File: config.mk
export PLATFORM = sky130hd
export DESIGN_NAME = iter_shifter
export DESIGN_NICKNAME = d
export VERILOG_FILES = /design/src/rtl/iter_shifter.sv
export SDC_FILE = /design/constraint.sdc
export NUM_CORES = 1
export LEC_CHECK = 0
export ABC_AREA = 1
export CAP_MARGIN = 30
export CORE_MARGIN = 4
export CORE_UTILIZATION = 64
export CTS_BUF_LIST = sky130_fd_sc_hd__clkbuf_4
export DETAILED_ROUTE_END_ITERATION = 12
export DONT_BUFFER_PORTS = 1
export PLACE_DENSITY = 0.87
export RECOVER_POWER = 100
export SETUP_SLACK_MARGIN = 0.3
export SYNTH_ARGS = -nofsm -noshare
export SYNTH_HDL_FRONTEND = slang
export SYNTH_SLANG_ARGS = --single-unit
export TNS_END_PERCENT = 10
File: constraint.sdc
create_clock -name clk -period 2.3 [get_ports clk]
set_input_delay 0.345 -clock clk [delete_from_list [all_inputs] [get_ports clk]]
set_output_delay 0.345 -clock clk [all_outputs]
set_load 0.005 [all_outputs]
File: src/rtl/iter_shifter.sv
module iter_shifter #(
  parameter int W  = 16,
  parameter int CW = 6
) (
  input  logic         clk,
  input  logic         rst_n,
  input  logic         start,
  input  logic [15:0]  instr,
  input  logic [W-1:0] a_in,
  input  logic [W-1:0] b_in,
  input  logic         c_in,
  output logic [W-1:0] a_out,
  output logic [W-1:0] b_out,
  output logic         c_out,
  output logic         done
);
  localparam int LW = 2*W - 1;

  logic [W-1:0]  a_q, b_q;
  logic          c_q, busy_q, done_q;
  logic [3:0]    t_q;
  logic [CW-1:0] cnt_q;

  wire       left    = t_q[3];
  wire       long_m  = ~t_q[2];
  wire [1:0] kind    = t_q[1:0];
  wire       ovf_m   = left & kind[0];

  logic [LW-1:0] lx, ly;
  logic [W-1:0]  sy;
  logic          l_out, l_ovf, s_out, s_ovf;

  always_comb begin
    lx = {a_q, b_q[W-2:0]};
    if (left) begin
      ly    = {lx[LW-2:0], kind[1] & lx[LW-1]};
      l_out = lx[LW-1];
      l_ovf = lx[LW-1] ^ lx[LW-2];
    end else begin
      ly    = {(kind[0] & lx[LW-1]) | (kind[1] & lx[0]), lx[LW-1:1]};
      l_out = lx[0];
      l_ovf = 1'b0;
    end
  end

  always_comb begin
    if (left) begin
      sy    = {a_q[W-2:0], kind[1] & a_q[W-1]};
      s_out = a_q[W-1];
      s_ovf = a_q[W-1] ^ a_q[W-2];
    end else begin
      sy    = {(kind[0] & a_q[W-1]) | (kind[1] & a_q[0]), a_q[W-1:1]};
      s_out = a_q[0];
      s_ovf = 1'b0;
    end
  end

  wire [W-1:0] na   = long_m ? ly[LW-1:W-1] : sy;
  wire [W-1:0] nb   = long_m ? {b_q[W-1], ly[W-2:0]} : b_q;
  wire         sout = long_m ? l_out : s_out;
  wire         sovf = long_m ? l_ovf : s_ovf;
  wire         nc   = ovf_m ? (c_q | sovf) : sout;

  wire [CW-1:0] new_cnt = instr[CW-1:0];
  wire          accept  = start & ~busy_q;

  always_ff @(posedge clk or negedge rst_n) begin
    if (!rst_n) begin
      a_q <= '0; b_q <= '0; c_q <= 1'b0;
      t_q <= '0; cnt_q <= '0; busy_q <= 1'b0; done_q <= 1'b0;
    end else begin
      done_q <= 1'b0;
      if (accept) begin
        a_q   <= a_in;
        b_q   <= b_in;
        t_q   <= instr[CW+3:CW];
        cnt_q <= new_cnt;
        if (new_cnt == '0) begin
          c_q    <= c_in;
          done_q <= 1'b1;
        end else begin
          c_q    <= (instr[CW+3] & instr[CW]) ? 1'b0 : c_in;
          busy_q <= 1'b1;
        end
      end else if (busy_q) begin
        a_q   <= na;
        b_q   <= nb;
        c_q   <= nc;
        cnt_q <= cnt_q - 1'b1;
        if (cnt_q == CW'(1)) begin
          busy_q <= 1'b0;
          done_q <= 1'b1;
        end
      end
    end
  end

  assign a_out = a_q;
  assign b_out = b_q;
  assign c_out = c_q;
  assign done  = done_q;


  b_top_chk: assert property (@(posedge clk) disable iff (!rst_n)
    busy_q |=> $stable(b_q[W-1]));

  b_short_chk: assert property (@(posedge clk) disable iff (!rst_n)
    busy_q && t_q[2] |=> $stable(b_q));

  ovf_sticky_chk: assert property (@(posedge clk) disable iff (!rst_n)
    busy_q && ovf_m && c_q |=> c_q);

  zero_cnt_chk: assert property (@(posedge clk) disable iff (!rst_n)
    accept && new_cnt == '0 |=> done && a_out == $past(a_in) && b_out == $past(b_in) && c_out == $past(c_in));

  pulse_chk: assert property (@(posedge clk) disable iff (!rst_n)
    done && !start |=> !done);

  count_chk: assert property (@(posedge clk) disable iff (!rst_n)
    busy_q |=> cnt_q == $past(cnt_q) - 1'b1);

  busy_cnt_chk: assert property (@(posedge clk) disable iff (!rst_n)
    busy_q |-> cnt_q != '0);
endmodule

# Word level (Yosys, flattened, before mapping)
# Cells that the tools add are included.
# W data, S select, Z words.
op_classes:
  add_sub_neg: 1
  n_eq_ne: 3
  n_mux: 27
  bitwise_logic: 12
  n_reduce_logical: 3
op_table:
  columns: ["op", "count"]
  rows:
  - ["$mux W16", 5]
  - ["$mux W31", 1]
  - ["$mux W15", 2]
  - ["$mux W1", 17]
  - ["$mux W6", 2]
  - ["$and A1 B1 Y1", 7]
  - ["$eq A6 B1 Y1 const B", 1]
  - ["$logic_not A6 Y1", 1]
  - ["$sub A6 B1 Y6 const B", 1]
  - ["$or A1 B1 Y1", 3]
  - ["$ne A2 B1 Y1 const B", 1]
  - ["$ne A2 B2 Y1 const B", 1]
  - ["$reduce_and A2 Y1", 1]
  - ["$reduce_bool A2 Y1", 1]
  - ["$not A1 Y1", 1]
  - ["$xor A1 B1 Y1", 1]
totals:
  reg_bits: 45
  output_inout_bits: 34
  word_cells: 54

# Depth between registers and ports, before layout
logic_depth:
  word_depth: 6
  depth_mapped: 9
  ltp_nobuf: 8

# Worst setup path after synthesis
# Ideal clock, no wire load.
synth_path:
  kind: "reg-to-reg"
  start: "register busy_q"
  end: "register a_q[0], in the netlist a_out[0]"
  setup_time_ns: 0.137
  arrival_time_ns: 1.037
  t_required_ns: 2.163
  path_slack_ns: 1.126
  path_stages_with_launch: 6
  path_buffers: 1
  period_less_slack_ns: 1.174
  path_cell_list: "dfrtp_1 -> inv_2 -> buf_1 -> a21oi_1 -> nand2_1 -> o2111ai_1"
synth_between:
  elab_chain_cells: 3
  elab_cells_between_ends: 4
  cone_classes: "1 x mux; 2 x bitwise; 1 x reduce/logical"
synth_rtl:
  columns: ["item", "line", "text"]
  rows:
  - ["start, declared", "20", "logic c_q, busy_q, done_q;"]
  - ["start signal, assigned", "70", "t_q <= '0; cnt_q <= '0; busy_q <= 1'b0; done_q <= 1'b0;"]
  - ["start signal, assigned", "83", "busy_q <= 1'b1;"]
  - ["start signal, assigned", "91", "busy_q <= 1'b0;"]
  - ["$not A1 Y1", "65", "wire accept = start & ~busy_q;"]
  - ["$and A1 B1 Y1", "65", null]
  - ["$mux W16 or $reduce_bool A2 Y1 (tied branches)", null, null]
  - ["end signal, assigned", "74", "a_q <= a_in;"]
  - ["end signal, assigned", "86", "a_q <= na;"]
  - ["end, declared", "19", "logic [W-1:0] a_q, b_q;"]
# Parallel ways exist; a longest one is shown, timed or not.
# A chain may end at the register's enable or synchronous reset.

# Worst setup path after layout
layout_path:
  start: "register busy_q"
  end: "register cnt_q[5]"
layout_between:
  elab_chain_cells: 3
  elab_cells_between_ends: 4
  cone_classes: "1 x mux; 2 x bitwise; 1 x reduce/logical"
layout_rtl:
  columns: ["item", "line", "text"]
  rows:
  - ["$not A1 Y1", "65", null]
  - ["$and A1 B1 Y1", "65", null]
  - ["$mux W6 or $reduce_bool A2 Y1 (tied branches)", null, null]
  - ["end signal, assigned", "77", "cnt_q <= new_cnt;"]
  - ["end signal, assigned", "89", "cnt_q <= cnt_q - 1'b1;"]
  - ["end, declared", "22", "logic [CW-1:0] cnt_q;"]
# Parallel ways exist; a longest one is shown, timed or not.

==> results.md <==
* Status: finished, final reports clean
* First-pass GRT wire length at 10300 µm
* Drt first pass iters at 4
* Final min period at 1.87 ns
* Syn Nets at 393
* Wirelength per Cell at 16.4 µm
* DP Wirelength at 4360 µm
* Port bufs at 0
* Ports at 86
* Ant diodes at 0
* Crit path max-delay cell type: nor2_1
* Setup CP Type: register to register
* Synth cell types at 24
* Full die area at 4970 µm²
* Area leader, netlist: dfrtp_1
* Gpl congestion at 0.853
* Die Y at 70.5 µm
* Row cnt at 22
* LEAKAGE at 1.20 nW
* Layout area overhead at 2.15%
* Final core occ at 68.8%
* Yosys reg bits at 45
* Max_cap viols at 0
* Flop2flop setup slack at 0.43 ns
* Worst-path maximum fanout at 14
* Starting Density at 67.3%
* Hold-fix buffers, CTS at 2
* Period utilization at 81.2%
* CTS H-tree depth at 2
* Die Span X at 70.5 µm
* Setup TNS at 0 ns
* Post-synthesis sequential area ratio at 45.0%
* Clock Pin Slew Worst Setup and Hold Paths at 0.11 ns
* Number of global-route vias before repair at 2227
* Post-DRT Antenna Nets at 0
* Synth warn at 0
* Final nets at 388
* PD cells at 454 nW/µm²
* CTS tree: yes
* Worst setup SP type: register
* RSZ-0062 raised after global routing: no
* Syn Std Cell Area at 2500 µm²
* Drt initial violations at 204
* CTS Sinks at 45
* Synth top area cells: dfrtp_1 (45%), nand2_1 (14%), o21ai_0 (6.6%)
* Fin area at 2550 µm²
* Post-CTS sizing at 0
* Global route overflow at 0
* Vias per cell at 5.94
* Setup violators final at 0
* Final Slew Violations at 0
* Area share of the largest cell type after synthesis at 45.0%
* Setup Skew at 0.0106 ns
* Final hold vios at 0
* Root Buffer: clkbuf_4
* # fillers at 315
* Crit-path cells: buf_4 -> nor2_1 -> inv_2 -> o21ai_0 -> inv_1 -> nand2_1
* Via count at 2264
* Mean Syn Cell Area at 7.38 µm²
* Max Clk Rate at 535 MHz
* Post-DP Area at 2500 µm²
* WP data arrival at 2.17 ns
* Setup bufs post-CTS at 0
* CP delay by family, top: simple AND/OR/NAND/NOR gates
* Core region area at 3720 µm²
* Tot GR Track Use at 25.7%
* Post-route DRC violation count at 0
* Critical path's largest stage delay at 0.57 ns
* Largest net degree at the start of global routing at 46
* Drt total wl at 6240 µm
* Initial antenna violation count at 0
* Worst vdd ir at 0.382 mV
* Worst-skew pair later-pin latency at 0.36 ns
* CP Capture Type: register
* CP Buf/Inv Count at 3
* WP data required at 2.60 ns
* Proportion of layout cells with a drive suffix above 1 at 4.80%
* Hold Path Class: primary input to register
* Worst slew margin at 27.1%
* Longest Clk Path Bufs at 2
* Worst slew pin tran at 1.09 ns
* TritonCTS Buffers at 5
* Mapped Cells at 339
-- cell families after synthesis --
kind of cell	count (synthesis)	share of synthesized area (%)
and+or+nand+nor	135	21.9
AOI/OAI and AO/OA	93	21.0
buffers and inverters	61	10.1
DFF	45	45.0
xor gates and xnor gates	3	1.05
adders and majority gates	2	1.00
-- synth_stat cells, drive strengths merged --
cell     number
nand2        91
a31oi         1
o21ai        46
o22ai        15
clkbuf        6
o211ai        7
xor2          3
nor2         27
ha            2
buf          13
o221ai        4
nand4         3
nand3        14
dfrtp        45
a21oi        19
inv          42
o2111ai       1
-- cells in the final DEF, fill, tap and decap left out, drive strengths merged --
cell and count:
o2111ai 1, buf 5, nand3 14, ha 2, o211ai 7, a21oi 19, xor2 3, a31oi 1
clkbuf 6, nand4 3, o21ai 46, nor2 27, clkinv 1, o22ai 15, nand2 91, o221ai 4
inv 42, dfrtp 45, dlygate4sd3 1
-- power by group --
group / switching, W / leakage (nW) / internal [W] / total [W]
Clock: 0.000242 / 0.0269 / 0.000106 / 0.000348
Sequential: 0 / 0.594 / 0.000791 / 0.000791
Combinational: 0.0000166 / 0.577 / 0.00000318 / 0.0000197
-- final timing paths --
path,cells after the start,start,to
setup / recovery,6,busy_q$_DFFE_PN0P_,cnt_q[5]$_DFFE_PN0P_
hold / removal,2,instr[6],t_q[0]$_DFFE_PN0P_
setup reg to reg,6,busy_q$_DFFE_PN0P_,cnt_q[5]$_DFFE_PN0P_
hold reg to reg,2,b_out[15]$_DFFE_PN0P_,b_out[15]$_DFFE_PN0P_
max in group asynchronous,2,rst_n,cnt_q[3]$_DFFE_PN0P_
min in group asynchronous,2,rst_n,a_out[9]$_DFFE_PN0P_
-- routing by layer --
layer	share of wire [%]	vias to the layer above	GRT usage [%]	wire length [µm]
met5	0	-	0	0
met4	1.3	0	9.79	84
met3	10	8	7.63	643
met2	49	124	41.0	3040
met1	40	1031	33.1	2470
li1	-	1101	-	-
-- through the flow --
stage	hold WS, ns	worst slack, ns	instances	power (W)
2_1_floorplan	0.0494	1.13	339	0.000809
6_report	0.0956	0.432	381	0.00116
5_1_grt	0.0905	0.334	381	0.00120
3_3_place_gp	0.0504	0.731	373	0.000810
3_5_place_dp	0.0506	0.689	373	0.000810
4_1_cts	0.0896	0.664	381	0.00117
-- final cells by class --
type / count / area [µm²] / share of cell area, %
Timing Repair Buffer: 7 / 52.6 / 2.06
Clock buffer: 5 / 37.5 / 1.47
Inverter: 42 / 158 / 6.17
Clock inverter: 1 / 5.00 / 0.196
Multi-Input combinational cell: 233 / 1120 / 43.7
Tap cell: 48 / 60.1 / 2.35
Sequential cell: 45 / 1130 / 44.1
-- sequential cells by signal, indices dropped and copies added (netlist names) --
register,flops
cnt_q,6
done,1
a_out,16
b_out,16
busy_q,1
t_q,4
c_out,1
-- worst reg2reg max path: stages (launching register included) --
cell and delay, ns:
dfrtp_1 0.39, buf_4 0.19, nor2_1 0.57, inv_2 0.28, o21ai_0 0.26, inv_1 0.06
nand2_1 0.06
Note: power is estimated with default switching activity, not from simulation.
